$ cat src/rtl/pwm_tmr_pkg.sv
// Shared constants and types for the two-channel PWM timer.
// Assumes exactly two channels, since sync clearing links channel 1 to channel 0.
package pwm_tmr_pkg;
    localparam int NUM_CH  = 2;
    localparam int ADDR_W  = 4;
    localparam int POL_LSB = 8;

    localparam logic [ADDR_W-1:0] A_CTRL   = 4'h0;
    localparam logic [ADDR_W-1:0] A_OUTCFG = 4'h1;

    // low three address bits select the register inside a channel; bit 3 selects the channel
    localparam logic [2:0] SUB_CNT   = 3'd2;
    localparam logic [2:0] SUB_PER   = 3'd3;
    localparam logic [2:0] SUB_DUTY0 = 3'd4;

    typedef struct packed {
        logic              sync_clr1;
        logic              sync_en;
        logic [NUM_CH-1:0] start;
    } ctrl_t;
endpackage

$ cat src/rtl/pwm_tmr_regs.sv
// Register file: control, periods, duties, and the idle and polarity bits of each pin.
// Idle and polarity bits of a pin change only while that pin's channel is stopped.
// Also decodes counter writes into per-channel load strobes, honouring sync preset.
module pwm_tmr_regs
    import pwm_tmr_pkg::*;
#(
    parameter int CNT_W  = 16,
    parameter int DUTY_N = 3,
    parameter int PIN_N  = NUM_CH * DUTY_N
) (
    input  logic                         clk,
    input  logic                         rst_n,
    input  logic                         wr_en,
    input  logic [ADDR_W-1:0]            wr_addr,
    input  logic [CNT_W-1:0]             wr_data,
    output ctrl_t                        ctrl,
    output logic [NUM_CH-1:0][CNT_W-1:0] period,
    output logic [PIN_N-1:0][CNT_W-1:0]  duty,
    output logic [PIN_N-1:0]             idle_lvl,
    output logic [PIN_N-1:0]             pol,
    output logic [NUM_CH-1:0]            cnt_load
);
    localparam int CTRL_W = $bits(ctrl_t);

    // Control register write
    always_ff @(posedge clk) begin
        if (!rst_n)
            ctrl <= '0;
        else if (wr_en && wr_addr == A_CTRL)
            ctrl <= ctrl_t'(wr_data[CTRL_W-1:0]);
    end

    logic cnt_wr_any;
    assign cnt_wr_any = wr_en && (wr_addr[2:0] == SUB_CNT);

    for (genvar c = 0; c < NUM_CH; c++) begin : g_ch
        localparam logic [ADDR_W-1:0] BASE = ADDR_W'(c * 8);

        // Counter load strobe: the addressed channel, or both channels in sync mode
        assign cnt_load[c] = cnt_wr_any && (ctrl.sync_en || wr_addr[3] == c[0]);

        // Period register write
        always_ff @(posedge clk) begin
            if (!rst_n)
                period[c] <= '1;
            else if (wr_en && wr_addr == (BASE | ADDR_W'(SUB_PER)))
                period[c] <= wr_data;
        end

        for (genvar k = 0; k < DUTY_N; k++) begin : g_pin
            localparam int P = c * DUTY_N + k;
            localparam logic [ADDR_W-1:0] DADDR = BASE | ADDR_W'(SUB_DUTY0 + 3'(k));

            // Duty register write
            always_ff @(posedge clk) begin
                if (!rst_n)
                    duty[P] <= '1;
                else if (wr_en && wr_addr == DADDR)
                    duty[P] <= wr_data;
            end

            // Idle and polarity bits; a running channel locks them
            always_ff @(posedge clk) begin
                if (!rst_n) begin
                    idle_lvl[P] <= 1'b0;
                    pol[P]      <= 1'b0;
                end else if (wr_en && wr_addr == A_OUTCFG && !ctrl.start[c]) begin
                    idle_lvl[P] <= wr_data[P];
                    pol[P]      <= wr_data[POL_LSB + P];
                end
            end

            // a running channel's pin configuration holds through any write
            assert_cfg_locked_R6: assert property (@(posedge clk) disable iff (!rst_n)
                ctrl.start[c] |=> $stable(pol[P]) && $stable(idle_lvl[P]))
                else $error("pin config changed while channel running");
        end
    end
endmodule

$ cat src/rtl/pwm_tmr_counter.sv
// One channel counter. On a write load it takes the written value. Otherwise it
// steps on a tick while running, and wraps to 0 on its own period match or, when
// use_ext_clr is set, on an external clear event. Load has priority over counting.
module pwm_tmr_counter #(
    parameter int CNT_W = 16
) (
    input  logic             clk,
    input  logic             rst_n,
    input  logic             run,
    input  logic             tick,
    input  logic             load,
    input  logic [CNT_W-1:0] load_val,
    input  logic [CNT_W-1:0] period,
    input  logic             use_ext_clr,
    input  logic             ext_clr,
    output logic [CNT_W-1:0] cnt,
    output logic             step,
    output logic             wrap
);
    logic own_match;

    assign step      = run && tick && !load;
    assign own_match = (cnt == period);
    assign wrap      = step && (use_ext_clr ? ext_clr : own_match);

    // Counter update: load, wrap, step or hold
    always_ff @(posedge clk) begin
        if (!rst_n)
            cnt <= '0;
        else if (load)
            cnt <= load_val;
        else if (wrap)
            cnt <= '0;
        else if (step)
            cnt <= cnt + CNT_W'(1);
    end

    // a tick at the period value returns the counter to zero
    assert_wrap_at_period_R1: assert property (@(posedge clk) disable iff (!rst_n)
        (run && tick && !load && !use_ext_clr && cnt == period) |=> cnt == '0)
        else $error("counter did not wrap at period");

    // without a load, a stopped counter holds its value
    assert_hold_when_stopped_R10: assert property (@(posedge clk) disable iff (!rst_n)
        (!run && !load) |=> $stable(cnt))
        else $error("stopped counter moved");

    // a running tick without wrap advances by exactly one
    assert_step_by_one_R10: assert property (@(posedge clk) disable iff (!rst_n)
        (run && tick && !load && !wrap) |=> cnt == $past(cnt) + CNT_W'(1))
        else $error("counter step wrong");
endmodule

$ cat src/rtl/pwm_tmr_pin.sv
// One PWM output. While stopped, it drives idle XOR polarity. While running, a wrap
// sets the level to NOT polarity and a duty match sets it to polarity, with the wrap
// taking priority. The output is registered, so it changes one edge after the match.
module pwm_tmr_pin #(
    parameter int CNT_W = 16
) (
    input  logic             clk,
    input  logic             rst_n,
    input  logic             run,
    input  logic             step,
    input  logic             wrap,
    input  logic [CNT_W-1:0] cnt,
    input  logic [CNT_W-1:0] duty,
    input  logic             idle_lvl,
    input  logic             pol,
    output logic             pwm
);
    logic duty_hit;

    assign duty_hit = step && (cnt == duty);

    // Output level: idle, wrap level, or duty level
    always_ff @(posedge clk) begin
        if (!rst_n)
            pwm <= 1'b0;
        else if (!run)
            pwm <= idle_lvl ^ pol;
        else if (wrap)
            pwm <= ~pol;
        else if (duty_hit)
            pwm <= pol;
    end

    // when both matches fall on one tick, the wrap level is taken
    assert_wrap_wins_R7: assert property (@(posedge clk) disable iff (!rst_n)
        (run && wrap && duty_hit) |=> pwm == !$past(pol))
        else $error("duty beat wrap");

    // a stopped channel's pin follows idle XOR polarity
    assert_idle_level_R5: assert property (@(posedge clk) disable iff (!rst_n)
        !run |=> pwm == $past(idle_lvl ^ pol))
        else $error("idle level wrong");

    // a duty match alone drives the polarity level
    assert_duty_level_R3: assert property (@(posedge clk) disable iff (!rst_n)
        (run && duty_hit && !wrap) |=> pwm == $past(pol))
        else $error("duty level wrong");
endmodule

$ cat src/rtl/pwm_sync_timer.sv
// Top level: two counters that share one tick, with three PWM pins per channel.
// Channel 1 may take channel 0's wrap as its clear source (sync clearing), and
// counter writes in sync mode preset both channels together.
module pwm_sync_timer
    import pwm_tmr_pkg::*;
#(
    parameter int CNT_W  = 16,
    parameter int DUTY_N = 3,
    localparam int PIN_N = NUM_CH * DUTY_N
) (
    input  logic              clk,
    input  logic              rst_n,
    input  logic              wr_en,
    input  logic [3:0]        wr_addr,
    input  logic [CNT_W-1:0]  wr_data,
    input  logic              tick,
    output logic [PIN_N-1:0]  pwm_out
);
    ctrl_t                        ctrl;
    logic [NUM_CH-1:0][CNT_W-1:0] period;
    logic [PIN_N-1:0][CNT_W-1:0]  duty;
    logic [PIN_N-1:0]             idle_lvl;
    logic [PIN_N-1:0]             pol;
    logic [NUM_CH-1:0]            cnt_load;
    logic [NUM_CH-1:0][CNT_W-1:0] cnt;
    logic [NUM_CH-1:0]            step;
    logic [NUM_CH-1:0]            wrap;
    logic [NUM_CH-1:0]            use_ext;
    logic [NUM_CH-1:0]            ext_clr;

    pwm_tmr_regs #(.CNT_W(CNT_W), .DUTY_N(DUTY_N), .PIN_N(PIN_N)) i_regs (
        .clk      (clk),
        .rst_n    (rst_n),
        .wr_en    (wr_en),
        .wr_addr  (wr_addr),
        .wr_data  (wr_data),
        .ctrl     (ctrl),
        .period   (period),
        .duty     (duty),
        .idle_lvl (idle_lvl),
        .pol      (pol),
        .cnt_load (cnt_load)
    );

    // Clear source selection: channel 0 always uses its own period
    assign use_ext[0] = 1'b0;
    assign ext_clr[0] = 1'b0;
    assign use_ext[1] = ctrl.sync_en && ctrl.sync_clr1;
    assign ext_clr[1] = wrap[0];

    for (genvar c = 0; c < NUM_CH; c++) begin : g_ch
        pwm_tmr_counter #(.CNT_W(CNT_W)) i_cnt (
            .clk         (clk),
            .rst_n       (rst_n),
            .run         (ctrl.start[c]),
            .tick        (tick),
            .load        (cnt_load[c]),
            .load_val    (wr_data),
            .period      (period[c]),
            .use_ext_clr (use_ext[c]),
            .ext_clr     (ext_clr[c]),
            .cnt         (cnt[c]),
            .step        (step[c]),
            .wrap        (wrap[c])
        );

        for (genvar k = 0; k < DUTY_N; k++) begin : g_pin
            localparam int P = c * DUTY_N + k;
            pwm_tmr_pin #(.CNT_W(CNT_W)) i_pin (
                .clk      (clk),
                .rst_n    (rst_n),
                .run      (ctrl.start[c]),
                .step     (step[c]),
                .wrap     (wrap[c]),
                .cnt      (cnt[c]),
                .duty     (duty[P]),
                .idle_lvl (idle_lvl[P]),
                .pol      (pol[P]),
                .pwm      (pwm_out[P])
            );
        end
    end

    // under sync clearing, channel 1 restarts on the tick channel 0 wraps
    assert_sync_clear_R8: assert property (@(posedge clk) disable iff (!rst_n)
        (use_ext[1] && wrap[0] && step[1]) |=> cnt[1] == '0)
        else $error("channel 1 missed sync clear");

    // a counter write in sync mode leaves both counters equal
    assert_sync_preset_R9: assert property (@(posedge clk) disable iff (!rst_n)
        (wr_en && ctrl.sync_en && wr_addr[2:0] == SUB_CNT) |=> cnt[0] == cnt[1])
        else $error("sync preset left counters apart");

    // without sync mode a counter write loads only one channel
    assert_single_load_R9: assert property (@(posedge clk) disable iff (!rst_n)
        (wr_en && !ctrl.sync_en && wr_addr[2:0] == SUB_CNT) |-> $onehot0(cnt_load))
        else $error("non-sync write loaded both");
endmodule

$ cat config.mk
export PLATFORM = sky130hd
export DESIGN_NAME = pwm_sync_timer
export DESIGN_NICKNAME = d
export VERILOG_FILES = /design/src/rtl/pwm_tmr_pkg.sv /design/src/rtl/pwm_tmr_regs.sv /design/src/rtl/pwm_tmr_counter.sv /design/src/rtl/pwm_tmr_pin.sv /design/src/rtl/pwm_sync_timer.sv
export SDC_FILE = /design/constraint.sdc
export NUM_CORES = 1
export LEC_CHECK = 0
export CAP_MARGIN = 20
export CORE_MARGIN = 2
export CORE_UTILIZATION = 55
export CTS_BUF_LIST = sky130_fd_sc_hd__clkbuf_16
export DETAILED_ROUTE_END_ITERATION = 16
export GPL_ROUTABILITY_DRIVEN = 0
export GPL_TIMING_DRIVEN = 0
export MAX_ROUTING_LAYER = met4
export PLACE_DENSITY_LB_ADDON = 0.25
export SKIP_LAST_GASP = 1
export SLEW_MARGIN = 20
export SYNTH_ARGS = -nofsm -noshare
export SYNTH_HDL_FRONTEND = slang
export SYNTH_SLANG_ARGS = --single-unit
export TNS_END_PERCENT = 100
$ cat constraint.sdc
create_clock -name clk -period 2.1 [get_ports clk]
set_input_delay 0.315 -clock clk [delete_from_list [all_inputs] [get_ports clk]]
set_output_delay 0.315 -clock clk [all_outputs]
set_load 0.005 [all_outputs]
==> results.md <==
- Chip width: ~130 um
- Final #Nets: between 1k and 1.5k
- Synthesized net count: around 1.3k
- CTS Root Buffer Type: clkbuf_16
- Die Height: between 100 and 150 um
- Main synth FF type: dfxtp_1
- Max_cap viols: 0
- DP HPWL: approximately 20 mm
- Antenna Nets Post-Route: 0
- Fillers: ~1.4k
- Clock Sinks: around 180
- Total wire length: 31.1 mm
- Clk pwr share: 40.7%
- Initial DRC count: 1,401
- Largest net degree at the start of global routing: 20
- Final Cell Area: between 10,000 and 15,000 um2
- Post-synth top area share: about two fifths
- Post-synth EDFFs: 0
- Rows: 47
- Int Pwr: 5.53 mW
- R2R Path Start: g_ch[0].i_cnt.cnt[1]$_SDFFE_PN0P_
- Mean Syn Cell Area: between 7 and 8 um2
- CP Launch Point: g_ch[0].i_cnt.cnt[1]$_SDFFE_PN0P_
- Crit path required time: 2.43 ns
- Power share of the combinational group: 12.2%
- Area contributors post-synth: dfxtp_1 (39%), nand2_1 (13%), xnor2_1 (9.5%), nand3_1 (8.5%), xor2_1 (3.5%)
- Vias per cell: a little over 6
- Cell variety after synth: 60
- Starting Density: 56.2%
- Final worst slack: 0.0139 ns
- IO Pins: 30
- Area delta synth->final: 17.3%
- Fin. max-slew vios: 0
- DP Area: a little under 10,000 um2
- Static Leak: 4.43 nW
- Hold Buf Count CTS: 0
- Peak supply drop: 550 uV
- Post-synthesis cell count: approximately 1.2k
- Worst slew pin tran: between 1 and 1.5 ns
- WHS Path Cells: 4
- CP max FO: 10
- Die area: between 15,000 and 20,000 um2
- Drt wl/cell: 20.4 um
- GRT Overall Usage: 35.1%
- Drt drc: 0
- Sequential share of the synthesized area: 39.1%
- Worst EP arrival: ~2.4 ns
- Worst slew margin: between 20% and 30%
- Clk slew on worst S/H paths: 0.08 ns
- Vias: between 9k and 10k
- CP Capture Type: register
- Layout cells sized above 1: roughly 12%
- Reg power frac: between 40 and 50%
- R2R cell count: 9
- Cell area after synthesis: ~9300 um2
- Tcrit/Tclk final: between 90 and 100%
- Commonest non-fill, non-tap cells in the layout: nand2_1 (321), dfxtp_1 (172), nand3_1 (157)
- Async S/R FF share, synth: 0%
- CTS tree: yes
- RSZ-0062 raised after global routing: yes
- Clock Tree Buf Depth: 2
- Sw Pwr: ~2.3 mW
- Pwr Density: around 720 nW/um2
- CP Launch Type: register
- Grt ovf: 0
- Maximum clock rate: 0.479 GHz
- Switching power share of the total: between 20 and 30%
- Setup-failing EPs final: 0
- Number of global-route vias before repair: ~8.3k
- Status: complete, no violations
- Worst R2R Setup Slack: about 0.014 ns
- Worst R2R End: g_ch[0].i_cnt.cnt[8]$_SDFFE_PN0P_
- Synthesis Warnings: 0
- Worst Setup EP: g_ch[0].i_cnt.cnt[8]$_SDFFE_PN0P_
- Area leader, netlist: dfxtp_1
- Buffers on Ports: 22
- Final Critical Period: 2.09 ns
- Class of the worst hold path: input pin to register
- Core area: 16,600 um2
- Pre-CTS WS: -0.821 ns
- Yosys reg bits: roughly 180
- Pre-Repair DR Iteration Count: 6
- Final hold vios: 0
- Clock Latency Late Sink: 0.44 ns
- H-Tree Level Count: 4
- N_diodes: 0
- Antenna violations before repair: 0
- Layout Skew: slightly above 0.006 ns
- CP Class: register to register
- First-pass GRT wire length: about 47 mm
- Most common cell after layout, fill and taps aside: nand2_1
- Cts bufs inserted: 17
-- routing by layer --
layer | GRT usage, % | part of all wire, %
met2 | 51.0 | 44
met4 | 15.7 | 4.2
met3 | 6.50 | 11
met5 | - | 0
met1 | 47.3 | 40
-- area by class of cell --
type,instances,area (um2),area share [%]
clock buffer,17,425,3.89
multi-input combinational,919,5300,48.4
buffer,109,619,5.66
sequential,182,3660,33.5
tap,220,275,2.52
clock inverter,15,154,1.41
timing repair buffer,56,479,4.38
inverter,8,30.0,0.275
-- cell usage after synthesis, types with 3 or more instances --
cell and count:
inv_1 8, nor3b_1 5, xor2_1 37, clkbuf_1 81, nand2_1 321, or3_1 4
a31oi_1 17, and3_1 16, mux2i_1 4, nand2b_1 3, buf_6 5, a22oi_1 4
nor3_1 12, xnor2_1 101, o21ai_1 3, and2_1 7, nor2_1 30, buf_4 8
nor4_1 19, or4b_1 3, dfxtp_1 182, nor2b_1 6, nand3_1 158, nand4_1 33
buf_2 22, mux2_2 3, a21o_1 5, o21ai_0 47, a21oi_1 34, o22ai_1 6
nand3b_1 8
-- stage by stage --
step,util [%],cells,power (mW),hold WS (ns),TNS [ns]
4_1_cts,63.5,1499,7.77,0.249,-0.113
5_1_grt,65.9,1526,8.06,0.260,-0.682
3_5_place_dp,59.2,1469,4.64,0.447,-85.37
6_report,65.9,1526,7.87,0.247,0
2_1_floorplan,-,1227,4.32,0.432,0
3_3_place_gp,59.2,1469,4.63,0.443,-80.90
-- sequential cells by signal, indices dropped and copies added, names as in the netlist --
name and flops:
g_ch.i_cnt.cnt 32, i_regs.period 32, i_regs.pol 6, i_regs.idle_lvl 6, i_regs.duty 96, i_regs.ctrl 4, g_ch.g_pin.i_pin.pwm 6
-- critical path, stage by stage (launching register included) --
cell      delay [ns]
dfxtp_1         0.32
buf_6           0.15
xnor2_2         0.18
nand4_1         0.15
nor4_4          0.42
buf_6           0.19
buf_4           0.17
a21boi_0        0.09
o21ai_0         0.20
a21oi_1         0.09
-- worst min-delay path by stage --
| stage | from | end | slack, ns |
|---|---|---|---|
| 5_1_grt | wr_addr[0] | i_regs.duty[87]$_SDFFE_PN1P_ | 0.26 |
| 3_5_place_dp | i_regs.ctrl[3]$_SDFFE_PN0P_ | i_regs.ctrl[3]$_SDFFE_PN0P_ | 0.45 |
| 2_1_floorplan | i_regs.ctrl[3]$_SDFFE_PN0P_ | i_regs.ctrl[3]$_SDFFE_PN0P_ | 0.43 |
| 6_report | wr_addr[0] | i_regs.duty[89]$_SDFFE_PN1P_ | 0.25 |
| 4_1_cts | wr_addr[0] | i_regs.ctrl[1]$_SDFFE_PN0P_ | 0.25 |
| 3_3_place_gp | i_regs.ctrl[3]$_SDFFE_PN0P_ | i_regs.ctrl[3]$_SDFFE_PN0P_ | 0.44 |
-- power by group through the flow --
stage               sequential [mW]  combinational, mW  clock [mW]
finish                         3.71              0.959        3.20
global route                   3.72               1.02        3.32
CTS                            3.70              0.882        3.19
detailed placement             3.70              0.946           0
global placement               3.70              0.931           0
floorplan                      3.68              0.643           0
-- what timing repair did --
item	in CTS	in global routing
gates resized for setup	38	77
setup endpoints to repair	159	110
gates cloned	0	2
pin swaps	2	16
buffers inserted	5	27
-- logic make-up after synthesis --
logic type | share of synthesized area, %
simple gates | 31.6
flops | 39.1
compound gates | 9.24
xor+xnor | 13.0
buf+inv | 6.09
mux | 0.792
fa+ha+maj | 0.268
No activity file was read; power rests on OpenSTA's default activity.
